--- src/rtl/pmseq_pkg.sv ---
package pmseq_pkg;

   typedef enum logic [1:0] {
      MODE_NORM  = 2'd0,
      MODE_BROWN = 2'd1,
      MODE_DISP  = 2'd2,
      MODE_SLEEP = 2'd3
   } pm_mode_e;

   localparam logic [1:0] BOOST_PUMP = 2'b10;

endpackage

--- src/rtl/pmseq_pgood_filt.sv ---
module pmseq_pgood_filt #(
   parameter int DEB_LEN = 16
) (
   input  logic clk,
   input  logic rst_n,
   input  logic raw_i,
   output logic good_o
);
   localparam int CNT_W = (DEB_LEN > 1) ? $clog2(DEB_LEN) : 1;

   logic sync_a_q, sync_b_q, filt_q;

   always_ff @(posedge clk or negedge rst_n) begin
      if (!rst_n) begin
         sync_a_q <= 1'b1;
         sync_b_q <= 1'b1;
      end else begin
         sync_a_q <= raw_i;
         sync_b_q <= sync_a_q;
      end
   end

   generate
      if (DEB_LEN == 1) begin : g_nocnt
         always_ff @(posedge clk or negedge rst_n) begin
            if (!rst_n) filt_q <= 1'b1;
            else        filt_q <= sync_b_q;
         end
      end else begin : g_cnt
         logic [CNT_W-1:0] cnt_q;
         always_ff @(posedge clk or negedge rst_n) begin
            if (!rst_n) begin
               filt_q <= 1'b1;
               cnt_q  <= '0;
            end else if (sync_b_q == filt_q) begin
               cnt_q  <= '0;
            end else if (cnt_q == CNT_W'(DEB_LEN - 1)) begin
               filt_q <= sync_b_q;
               cnt_q  <= '0;
            end else begin
               cnt_q  <= cnt_q + 1'b1;
            end
         end
      end
   endgenerate

   assign good_o = filt_q;

endmodule

--- src/rtl/pmseq_mode_fsm.sv ---
module pmseq_mode_fsm
   import pmseq_pkg::*;
(
   input  logic     clk,
   input  logic     rst_n,
   input  logic     pgood_i,
   input  logic     disp_req_i,
   input  logic     sleep_req_i,
   input  logic     wake_i,
   output pm_mode_e mode_o,
   output logic     restart_o
);
   pm_mode_e mode_q, mode_d;
   logic     restart_q;

   always_comb begin
      mode_d = mode_q;
      unique case (mode_q)
         MODE_NORM: begin
            if (!pgood_i)        mode_d = MODE_BROWN;
            else if (disp_req_i) mode_d = MODE_DISP;
         end
         MODE_BROWN: begin
            if (pgood_i)          mode_d = MODE_NORM;
            else if (disp_req_i)  mode_d = MODE_DISP;
            else if (sleep_req_i) mode_d = MODE_SLEEP;
         end
         MODE_DISP, MODE_SLEEP: begin
            if (pgood_i)     mode_d = MODE_NORM;
            else if (wake_i) mode_d = MODE_BROWN;
         end
         default: mode_d = MODE_NORM;
      endcase
   end

   always_ff @(posedge clk or negedge rst_n) begin
      if (!rst_n) begin
         mode_q    <= MODE_NORM;
         restart_q <= 1'b0;
      end else begin
         mode_q    <= mode_d;
         restart_q <= ((mode_q == MODE_DISP) || (mode_q == MODE_SLEEP)) &&
                      (mode_d != mode_q);
      end
   end

   assign mode_o    = mode_q;
   assign restart_o = restart_q;

endmodule

--- src/rtl/pmseq_out_map.sv ---
module pmseq_out_map
   import pmseq_pkg::*;
#(
   parameter int BLINK_N = 2
) (
   input  pm_mode_e           mode_i,
   input  logic [1:0]         boost_sel_i,
   input  logic               fast_sel_i,
   input  logic [BLINK_N-1:0] blink_sel_i,
   output logic               core_sup_en_o,
   output logic               pll_en_o,
   output logic               pll_fast_o,
   output logic               cpu_halt_o,
   output logic [BLINK_N-1:0] blink_en_o
);
   logic disp_mode;
   logic low_mode;

   assign disp_mode     = (mode_i == MODE_DISP);
   assign low_mode      = disp_mode || (mode_i == MODE_SLEEP);
   assign core_sup_en_o = !low_mode;
   assign cpu_halt_o    = low_mode;

   always_comb begin
      unique case (mode_i)
         MODE_NORM, MODE_BROWN: pll_en_o = 1'b1;
         MODE_DISP:             pll_en_o = (boost_sel_i == BOOST_PUMP);
         default:               pll_en_o = 1'b0;
      endcase
   end

   assign pll_fast_o = pll_en_o && fast_sel_i;

   for (genvar g = 0; g < BLINK_N; g++) begin : g_blink
      assign blink_en_o[g] = disp_mode && blink_sel_i[g];
   end

endmodule

--- src/rtl/pwr_mode_seq.sv ---
module pwr_mode_seq
   import pmseq_pkg::*;
#(
   parameter int                DEB_LEN = 16,
   parameter int                BLINK_N = 2,
   parameter int                ADDR_W  = 16,
   parameter logic [ADDR_W-1:0] RST_VEC = '0
) (
   input  logic               clk,
   input  logic               rst_n,
   input  logic               main_pwr_ok_i,
   input  logic               disp_req_i,
   input  logic               sleep_req_i,
   input  logic               wake_i,
   input  logic [1:0]         boost_sel_i,
   input  logic               fast_sel_i,
   input  logic [BLINK_N-1:0] blink_sel_i,
   output logic [1:0]         mode_o,
   output logic               core_sup_en_o,
   output logic               pll_en_o,
   output logic               pll_fast_o,
   output logic               cpu_halt_o,
   output logic               cpu_rst_o,
   output logic [ADDR_W-1:0]  rst_vec_o,
   output logic               vol_reg_clr_o,
   output logic [BLINK_N-1:0] blink_en_o
);
   initial begin
      if (DEB_LEN < 1) $error("DEB_LEN must be at least 1");
      if (BLINK_N < 1 || BLINK_N > 2) $error("BLINK_N must be 1 or 2");
      if (ADDR_W < 1) $error("ADDR_W must be positive");
   end

   logic     pgood;
   logic     restart;
   pm_mode_e mode;

   pmseq_pgood_filt #(.DEB_LEN(DEB_LEN)) u_filt (
      .clk    (clk),
      .rst_n  (rst_n),
      .raw_i  (main_pwr_ok_i),
      .good_o (pgood)
   );

   pmseq_mode_fsm u_fsm (
      .clk         (clk),
      .rst_n       (rst_n),
      .pgood_i     (pgood),
      .disp_req_i  (disp_req_i),
      .sleep_req_i (sleep_req_i),
      .wake_i      (wake_i),
      .mode_o      (mode),
      .restart_o   (restart)
   );

   pmseq_out_map #(.BLINK_N(BLINK_N)) u_map (
      .mode_i        (mode),
      .boost_sel_i   (boost_sel_i),
      .fast_sel_i    (fast_sel_i),
      .blink_sel_i   (blink_sel_i),
      .core_sup_en_o (core_sup_en_o),
      .pll_en_o      (pll_en_o),
      .pll_fast_o    (pll_fast_o),
      .cpu_halt_o    (cpu_halt_o),
      .blink_en_o    (blink_en_o)
   );

   assign mode_o        = mode;
   assign cpu_rst_o     = restart;
   assign vol_reg_clr_o = restart;
   assign rst_vec_o     = RST_VEC;

endmodule

--- config.mk ---
export PLATFORM = sky130hd
export DESIGN_NAME = pwr_mode_seq
export DESIGN_NICKNAME = d
export VERILOG_FILES = /design/src/rtl/pmseq_pkg.sv /design/src/rtl/pmseq_pgood_filt.sv /design/src/rtl/pmseq_mode_fsm.sv /design/src/rtl/pmseq_out_map.sv /design/src/rtl/pwr_mode_seq.sv
export SDC_FILE = /design/constraint.sdc
export NUM_CORES = 1
export LEC_CHECK = 0
export ABC_AREA = 1
export BUFFER_PORTS_ARGS = -buffer_cell sky130_fd_sc_hd__clkbuf_2
export CAP_MARGIN = 10
export CORE_MARGIN = 8
export CORE_UTILIZATION = 37
export CTS_CLUSTER_SIZE = 25
export DETAILED_ROUTE_END_ITERATION = 7
export GPL_TIMING_DRIVEN = 0
export PLACE_DENSITY = 0.73
export SYNTH_ARGS = -nofsm -noshare
export SYNTH_HDL_FRONTEND = slang
export SYNTH_SLANG_ARGS = --single-unit
--- constraint.sdc ---
create_clock -name clk -period 1.1 [get_ports clk]
set_input_delay 0.11 -clock clk [delete_from_list [all_inputs] [get_ports clk]]
set_output_delay 0.11 -clock clk [all_outputs]
set_load 0.1 [all_outputs]
* Word level (Yosys, flattened, before mapping) *
Cells that the tools add are included.
W data, S select, Z words.

storage, ports and cells
  register bits after elaboration = 10
  input port bits = 11
  output and inout port bits = 26
  word-level logic and storage cells = 36

cells by class
  add/sub/neg operators = 1
  equality and inequality tests = 7
  multiplexer cells = 11
  bitwise operators = 1
  reduce and logical (&&, ||, !) cells = 10

operator list
  kind                   number
  $mux W2                7
  $mux W4                2
  $eq A2 B2 Y1 const B   3
  $pmux W2 S3            1
  $add A4 B1 Y4 const B  1
  $eq A4 B4 Y1 const B   1
  $logic_and A1 B1 Y1    4
  $reduce_or A2 Y1       2
  $eq A2 B1 Y1 const B   1
  $logic_not A2 Y1       1
  $ne A2 B2 Y1           1
  $pmux W1 S2            1
  $reduce_and A2 Y1      1
  $eq A1 B1 Y1           1
  $logic_not A1 Y1       1
  $logic_or A1 B1 Y1     1
  $not A1 Y1             1

* Depth between registers and ports, before layout *
Gate-level depths: netlist of run 1.

  depth in word-level cells = 6
  gate-level depth with buffers = 6
  gate-level depth less buffers = 6

* Modules after synthesis *
A second synthesis of run 1 with hierarchy kept.

unflattened totals
  cell total of the unflattened synthesis = 79
  area, all modules = 621.8 um2

modules (own cells, without submodules)
  module            times used  cells an instance  area an instance (um2)
  pmseq_pgood_filt  1           28                 279.0
  pmseq_mode_fsm    1           20                 160.2
  pwr_mode_seq      1           18                 131.4
  pmseq_out_map     1           13                 51.3

* Worst setup path before layout of run 1 *
OpenSTA, ideal clock, no wires.

  path type = register -> output
  start point = register u_fsm.mode_q[0] (netlist: u_fsm.mode_o[0])
  end point = output pll_fast_o
  arrival time = 3.239 ns
  path slack = -2.249 ns
  stages on the path, launching flop included = 4
  path through = dfrtp_1 > inv_1 > nand3b_1 > a21boi_0

between the ends
  word-level cells in the longest chain between the ends = 4
  elaborated cells between the ends (all ways) = 6
  classes of those cells = eq/ne (2); mux (1); reduce/logical (3)

ends and longest elaborated chain
  item                                              line                  text
  start, declared                                   pmseq_mode_fsm.sv:13  pm_mode_e mode_q, mode_d;
  start signal, assigned                            pmseq_mode_fsm.sv:41  mode_q <= mode_d;
  $eq A2 B1 Y1 or $logic_not A2 Y1 (tied branches)  pmseq_out_map.sv:25   unique case (mode_i)
  $reduce_or A2 Y1                                  pmseq_out_map.sv:25
  $pmux W1 S2 (*)                                   pmseq_out_map.sv:25
  $logic_and A1 B1 Y1 (*)                           pmseq_out_map.sv:32   assign pll_fast_o = pll_en_o && fast_sel_i;
  end, declared                                     pwr_mode_seq.sv:21    output logic pll_fast_o,

Every way passes the cells marked *; elsewhere a longest branch is shown, timed or not.

* Final worst setup path of run 1 *
Same ends and word-level chain as after synthesis.

==> results of run 1 <==
per-layer routing:
| metal | global-route usage (%) | share of wire, % | vias to the layer above |
|---|---|---|---|
| met2 | 14.3 | 51 | 25 |
| met1 | 9.37 | 40 | 259 |
| met3 | 3.37 | 8.4 | 2 |
| met5 | 0 | 0 | - |
| li1 | - | - | 304 |
| met4 | 4.03 | 0.28 | 0 |
state kept, by name, summed over array words and instances (netlist names):
signal and count:
u_fsm.restart_o 1, u_filt.g_cnt.cnt_q 4, u_filt.sync_b_q 1, u_fsm.mode_o 2, u_filt.good_o 1, u_filt.sync_a_q 1
repair_timing:
action	in CTS	in global routing
setup endpoints to repair	12	12
setup buffers	3	6
hold buffers	2	0
endpoints found under the hold margin	11	0
resized for setup	30	18
pin swaps	3	10
worst paths after layout:
check	depth (start not counted)	endpoint	slack, ns
setup reg to reg	6	u_fsm.restart_o	-0.13
setup / recovery	4	pll_fast_o	-0.37
max in group asynchronous	2	u_filt.good_o	0.60
hold reg to reg	0	u_filt.sync_b_q	0.36
hold / removal	3	u_fsm.mode_o[0]	0.16
min in group asynchronous	2	u_filt.g_cnt.cnt_q[1]	0.24
worst max-delay path, delay by kind of cell, from the launching register on:
family	cells	cell delay, ns
flops	1	0.49
simple gates	1	0.15
compound gates	1	0.18
buf+inv	2	0.28
area by class of cell:
| type | count | area, µm² | area share (%) |
|---|---|---|---|
| Timing Repair Buffer | 31 | 395 | 31.3 |
| Multi-Input combinational cell | 55 | 313 | 24.8 |
| Sequential cell | 10 | 265 | 21.0 |
| Buffer | 19 | 176 | 14.0 |
| Inverter | 9 | 57.6 | 4.55 |
| Clock buffer | 4 | 36.3 | 2.87 |
| Tap cell | 16 | 20.0 | 1.58 |
stage by stage:
step	cell area (µm²)	setup TNS, ns	util [%]	instances
final	1260	-2.29	82.0	144
after global routing	1260	-2.77	82.0	144
after CTS	1140	-2.01	74.3	138
after detailed placement	883	-1.51	57.3	129
after global placement	883	-1.41	57.3	129
after floorplan	763	-2.02	-	93
power by group through the flow:
stage / Clock, µW / Sequential, µW / Combinational [µW]
3_5_place_dp: 0 / 534 / 2100
6_report: 320 / 528 / 3120
2_1_floorplan: 0 / 889 / 1540
4_1_cts: 339 / 517 / 2720
5_1_grt: 349 / 535 / 3220
3_3_place_gp: 0 / 529 / 2090
cell usage in the layout, fill, tap and decap left out, drive strengths merged:
| cell | instances |
|---|---|
| clkinv | 1 |
| nor2 | 10 |
| ha | 1 |
| clkbuf | 24 |
| nor3 | 1 |
| dlygate4sd3 | 2 |
| nand2 | 19 |
| conb | 16 |
| dfstp | 3 |
| a21boi | 1 |
| nand4 | 1 |
| o21ai | 2 |
| a31oi | 1 |
| buf | 28 |
| inv | 8 |
| nand3b | 1 |
| dfrtp | 7 |
| nand3 | 2 |
cell families after synthesis:
| logic type | Yosys count |
|---|---|
| flops | 10 |
| other cells | 1 |
| buf+inv | 28 |
| simple gates | 34 |
| fa+ha+maj | 1 |
| compound gates | 4 |
==> out/summary.txt, run 1 <==
startpoint types: flop
period utilization: 134%
worst-skew pair later-pin latency: 0.26 ns
most numerous cell in the Yosys netlist: nand2_1
failing checks: negative setup slack
synthesized area per cell: 7.92 µm²
largest family of logic cells by synthesized area: buffers and inverters
total power: 3970 µW
Die Span Y: 56.9 µm
filler cell count: 83
Most used DFF post-synth: dfrtp_1
top cells by count, synth: 18 x nand2_1, 17 x buf_4, 9 x nor2_1
final hold violation count: 0
register area share after synthesis: 41.1%
combinational power share: 78.7%
Syn-to-layout area delta: 104%
DR DRC count: 0
Adder-Cell Fraction of Synth Area: 2.02%
vias in the first global route: 518
Hold Startpoint: wake_i
HPWL Detailed: 1.09 mm
total CTS buffers: 3
YS warnings: 0
IO Port Bufs: 20
cell accounting for the most synthesized area: dfrtp_1
largest net degree at the start of global routing: 11
CTS max path bufs: 2
Crit Path Category: reg -> out
Routed WL per cell: 12.5 µm
Synth area leaders: dfrtp_1 28%, buf_4 21%, dfstp_2 13%
CORE AREA: 0.00154 mm²
Clk pin slew, worst setup/hold paths: 0.06 ns
Worst setup EP type: output pin
Hold WC Path Type: in -> reg
Chip Width: 56.9 µm
Post-synth EDFFs: 0
Max Transition Viols Final: 0
Distinct cells, synth: 21
Slowest Stage Delay on Critical Path: 0.49 ns
global-route wire length before repair: 2.29 mm
Setup Skew: 0.00212 ns
Routed Antenna Nets: 0
TritonCTS clock tree: done
die footprint: 0.00323 mm²
XOR/XNOR Fraction of Synth Area: 0%
Final Wtd Congestion: 0.697
Post-Synth Simple-Gate Area: 23.9%
GRT Util Overall: 8.62%
routed vias: 590
layout cell share with drive strength beyond 1: 58.6%
Iter 0 DRT Violations: 2
pwr dens: 3140 mW/mm²
Clock Sinks: 10
H-tree depth: 1
leak pwr: 0.000680 µW
status: finished with violations
Clk network pwr share: 8.1%
# rows: 14
Vias/cell: 4.10
Fmax: 0.678 GHz
Mapped Cells: 78
setup ws final: -0.374 ns
internal power: 1890 µW
Place WS: -0.370 ns
Net Sw Frac: 52.3%
Data required, critical path: 0.99 ns
final wirelength: 1.80 mm
Root Buffer: clkbuf_4
Initial DRT Pass Iterations: 3
Seq pwr share: 13.3%
Reg-to-Reg Start: u_fsm.mode_o[1]
Worst Path Arrival: 1.36 ns
Synth Area in Compound Gates: 3.85%
Antenna Cells: 0
Synth async-reset ratio: 100%
Slowest cell on crit path: dfrtp_4
final setup fails: 12
WHS: 0.156 ns
Crit. Startpoint: u_fsm.mode_o[0]
worst-path fanout max: 3
critical path cell sequence: clkinv_4 -> nand3b_1 -> a21boi_4 -> clkbuf_16
starting density of the core: 40.1%
fin nets: 141
grt total ovfl: 0
RSZ-0062 raised after global routing: yes
io pins: 37
Net Sw Power: 2080 µW
Synth Register Bits: 10
Max rail drop VDD: 0.00214 V
Synth Cell Area: 618 µm²
mux contribution to synthesized area: 0%
Synth top area share: 28.3%
initial antenna violation count: 0
Min Clock Period, post-route: 1.47 ns
Max-Cap Viols: 0
Power figures use the tool's default switching activity.
==> run 2, diff against run 1 <==
--- a/config.mk
+++ b/config.mk
@@ -14,6 +14,7 @@
 export DETAILED_ROUTE_END_ITERATION = 7
 export GPL_TIMING_DRIVEN = 0
 export PLACE_DENSITY = 0.73
+export SKIP_CTS_REPAIR_TIMING = 1
 export SYNTH_ARGS = -nofsm -noshare
 export SYNTH_HDL_FRONTEND = slang
 export SYNTH_SLANG_ARGS = --single-unit
==> out/summary.txt, run 2 (synthesized netlist as in run 1, its figures left out) <==
total power: 3440 µW
Clk pin slew, worst setup/hold paths: 0.06 ns
final setup fails: 8
Finished Cell Area: 0.00109 mm²
GRT Util Overall: 7.54%
commonest non-fill, non-tap cell in the layout: buf_4
final wirelength: 1.37 mm
grt total ovfl: 0
Place WS: -0.370 ns
global-route wire length before repair: 2.06 mm
Crit Path Category: reg -> out
Fmax: 0.682 GHz
routed vias: 547
vias in the first global route: 497
die footprint: 0.00323 mm²
Vias/cell: 3.99
IO Port Bufs: 20
status: finished with violations
io pins: 37
CTS max path bufs: 2
final hold violation count: 0
worst-path fanout max: 4
Setup Skew: 0.000314 ns
layout cell share with drive strength beyond 1: 54.5%
Final Wtd Congestion: 0.697
DR DRC count: 0
Routed Antenna Nets: 0
H-tree depth: 1
max reg flops: 4
Reg with most FFs: u_filt.g_cnt.cnt_q
Worst setup EP type: output pin
CORE AREA: 0.00154 mm²
Max-Cap Viols: 0
leak pwr: 0.000586 µW
failing checks: negative setup slack
Min Clock Period, post-route: 1.47 ns
Data required, critical path: 0.99 ns
Area after DPL: 883 µm²
Final Util: 70.8%
worst-skew pair later-pin latency: 0.26 ns
setup tns final: -1.85 ns
largest net degree at the start of global routing: 11
Worst Path Arrival: 1.36 ns
Syn-to-layout area delta: 76.5%
starting density of the core: 40.1%
TritonCTS clock tree: done
HPWL Detailed: 1.09 mm
Antenna Cells: 0
Initial DRT Pass Iterations: 2
pwr dens: 3150 mW/mm²
RSZ-0062 raised after global routing: yes
Hold WC Path Type: in -> reg
most frequent cells in the layout: 18 x buf_4, 16 x conb_1, 15 x nand2_1, 10 x clkbuf_2, 8 x buf_12
Iter 0 DRT Violations: 3
filler cell count: 120
Chip Width: 56.9 µm
Max rail drop VDD: 0.00229 V
Routed WL per cell: 10.0 µm
setup ws final: -0.367 ns
total CTS buffers: 3
period utilization: 133%
startpoint types: flop
Die Span Y: 56.9 µm
# rows: 14
initial antenna violation count: 0
Clock Sinks: 10
fin nets: 134
Root Buffer: clkbuf_4
Max Transition Viols Final: 0
run 2: layout make-up:
class / instances / area, µm² / share of cell area (%)
plain buffers: 19 / 176 / 16.2
well taps: 16 / 20.0 / 1.83
flip-flops and latches: 10 / 265 / 24.3
inverters: 9 / 52.6 / 4.82
clock buffers: 4 / 36.3 / 3.33
repair buffers: 24 / 253 / 23.2
multi-input cells: 55 / 288 / 26.4
run 2: where the power goes:
part	switching (µW)	internal, µW	total (µW)
logic	1740	842	2580
registers	70.3	465	536
clock network	120	201	321
total	1930	1510	3440
run 2: layer usage:
layer	vias to the layer above	GRT usage (%)	wire length (µm)	share of wire [%]
li1	289	-	-	-
met1	231	8.34	591	43
met5	-	0	0	0
met4	0	4.03	5	0.36
met3	2	3.82	140	10
met2	25	11.4	637	46
run 2: per-stage QoR:
stage | std cells | hold slack [ns]
CTS | 133 | -0.303
floorplan | 93 | -0.186
global route | 137 | 0.133
global placement | 129 | -0.0179
finish | 137 | 0.123
detailed placement | 129 | -0.0141
run 2: worst paths after layout:
path                                 startpoint  depth (start not counted)  slack [ns]                     to
worst max-delay path            u_fsm.mode_o[0]                          4       -0.37             pll_fast_o
worst min-delay path                     wake_i                          3        0.12        u_fsm.mode_o[0]
worst max register to register  u_fsm.mode_o[1]                          5        0.01        u_fsm.restart_o
worst min register to register  u_filt.sync_a_q                          0        0.36        u_filt.sync_b_q
max in group asynchronous                 rst_n                          2        0.60          u_filt.good_o
min in group asynchronous                 rst_n                          2        0.24  u_filt.g_cnt.cnt_q[1]
run 2: worst max-delay path, cell delays in order, from the launching register on:
cell and delay, ns:
dfrtp_4 0.50, inv_4 0.06, nand3b_1 0.15, a21boi_4 0.19
buf_12 0.19
==> run 3, diff against run 2 <==
==> constraint.sdc (replaced) <==
create_clock -name clk -period 1.25 [get_ports clk]
set_input_delay 0.125 -clock clk [delete_from_list [all_inputs] [get_ports clk]]
set_output_delay 0.125 -clock clk [all_outputs]
set_load 0.1 [all_outputs]
==> out/summary.txt, run 3 (synthesized netlist as in run 1, its figures left out) <==
pwr dens: 2760 mW/mm²
initial antenna violation count: 0
Max Transition Viols Final: 0
CORE AREA: 0.00154 mm²
Fmax: 0.670 GHz
setup ws final: -0.242 ns
layout cell share with drive strength beyond 1: 50.8%
Final Wtd Congestion: 0.739
Die Span Y: 56.9 µm
startpoint types: flop
Crit Path Category: reg -> out
Place WS: -0.232 ns
Net Sw Frac: 59.3%
grt total ovfl: 0
period utilization: 119%
commonest non-fill, non-tap cell in the layout: buf_4
combinational power share: 73.8%
GRT Util Overall: 8.08%
Antenna Cells: 0
# rows: 14
final setup fails: 7
Chip Width: 56.9 µm
Slowest Stage Delay on Critical Path: 0.51 ns
critical path cell sequence: inv_4 -> nand3b_1 -> a21boi_4 -> buf_12
RSZ-0062 raised after global routing: yes
Slowest cell on crit path: dfrtp_4
routed vias: 575
max reg flops: 4
Max rail drop VDD: 0.00159 V
largest net degree at the start of global routing: 11
Routed Antenna Nets: 0
Slew headroom: 64.2%
Reg area: 263 µm²
total CTS buffers: 3
leak pwr: 0.000564 µW
Iter 0 DRT Violations: 7
most frequent cells in the layout: 20 x buf_4, 17 x nand2_1, 16 x conb_1, 11 x clkbuf_2, 7 x nor2_1
area of the multi-input gates: 273 µm²
Clock Sinks: 10
Initial DRT Pass Iterations: 2
Max-Cap Viols: 0
Net Sw Power: 1670 µW
HPWL Detailed: 1.14 mm
placed cells: 129
Worst-Margin Slew: 0.540 ns
Min Clock Period, post-route: 1.49 ns
Worst setup EP type: output pin
io pins: 37
fin nets: 135
internal power: 1140 µW
Root Buffer: clkbuf_4
final hold violation count: 0
starting density of the core: 40.1%
Final Util: 66.2%
Worst Path Arrival: 1.37 ns
worst-path fanout max: 5
die footprint: 0.00323 mm²
Data required, critical path: 1.12 ns
post-route insts no fill: 138
Setup Skew: 0.00475 ns
CTS max path bufs: 2
Clk pin slew, worst setup/hold paths: 0.07 ns
DR DRC count: 0
status: finished with violations
failing checks: negative setup slack
Seq pwr share: 16.1%
worst-skew pair later-pin latency: 0.26 ns
Hold WC Path Type: in -> reg
final wirelength: 1.43 mm
Vias/cell: 4.17
Syn-to-layout area delta: 65.0%
H-tree depth: 1
WHS: 0.147 ns
setup tns final: -0.990 ns
Clk network pwr share: 10.1%
vias in the first global route: 465
TritonCTS clock tree: done
Routed WL per cell: 10.4 µm
global-route wire length before repair: 2.15 mm
IO Port Bufs: 20
Reg with most FFs: u_filt.g_cnt.cnt_q
filler cell count: 113
==> run 3: cell count changes in the layout (fill, tap and decap cells not counted), sizes merged <==
| cell | delta |
|---|---|
| clkbuf | +3 |
| buf | -2 |
==> run 3: path summary, 6_finish.rpt <==
path / startpoint / to / slack (ns) / cells past startpoint
worst min-delay path: wake_i / u_fsm.mode_o[0] / 0.15 / 3
max in group asynchronous: rst_n / u_filt.good_o / 0.74 / 2
worst min register to register: u_filt.sync_a_q / u_filt.sync_b_q / 0.36 / 0
worst max register to register: u_fsm.mode_o[0] / u_fsm.restart_o / 0.15 / 5
min in group asynchronous: rst_n / u_filt.g_cnt.cnt_q[1] / 0.25 / 2
worst max-delay path: u_fsm.mode_o[0] / pll_fast_o / -0.24 / 4
==> run 3: layer usage <==
layer | wire [µm] | global-route usage [%] | vias to the layer above
met5 | 0 | 0 | -
met4 | 23 | 4.03 | 0
met3 | 190 | 5.62 | 4
met2 | 633 | 11.6 | 31
met1 | 585 | 8.74 | 249
li1 | - | - | 291
==> run 3: layout make-up <==
type                            instances  area share, %
Tap cell                               16           1.96
Multi-Input combinational cell         55           26.7
Sequential cell                        10           25.8
Clock buffer                            4           3.56
Inverter                                9           4.79
Buffer                                 19           14.4
Timing Repair Buffer                   25           22.8
==> run 3: power by group through the flow <==
stage	sequential (µW)	combinational, µW	clock [µW]
2_1_floorplan	769	1240	0
3_3_place_gp	453	1730	0
3_5_place_dp	459	1750	0
4_1_cts	454	1750	295
5_1_grt	463	2160	310
6_report	453	2070	284
==> run 3: through the flow <==
stage	total power (µW)	area [µm²]
after CTS	2500	885
final	2810	1020
after global routing	2930	1020
after global placement	2190	848
after floorplan	2010	728
after detailed placement	2200	848
==> run 3: worst max-delay path: cells and delay by family (launching register included) <==
| kind | cells | cell delay (ns) |
|---|---|---|
| AO/OA/AOI/OAI | 1 | 0.19 |
| buffers and inverters | 2 | 0.26 |
| flip-flops | 1 | 0.51 |
| AND/OR/NAND/NOR | 1 | 0.15 |
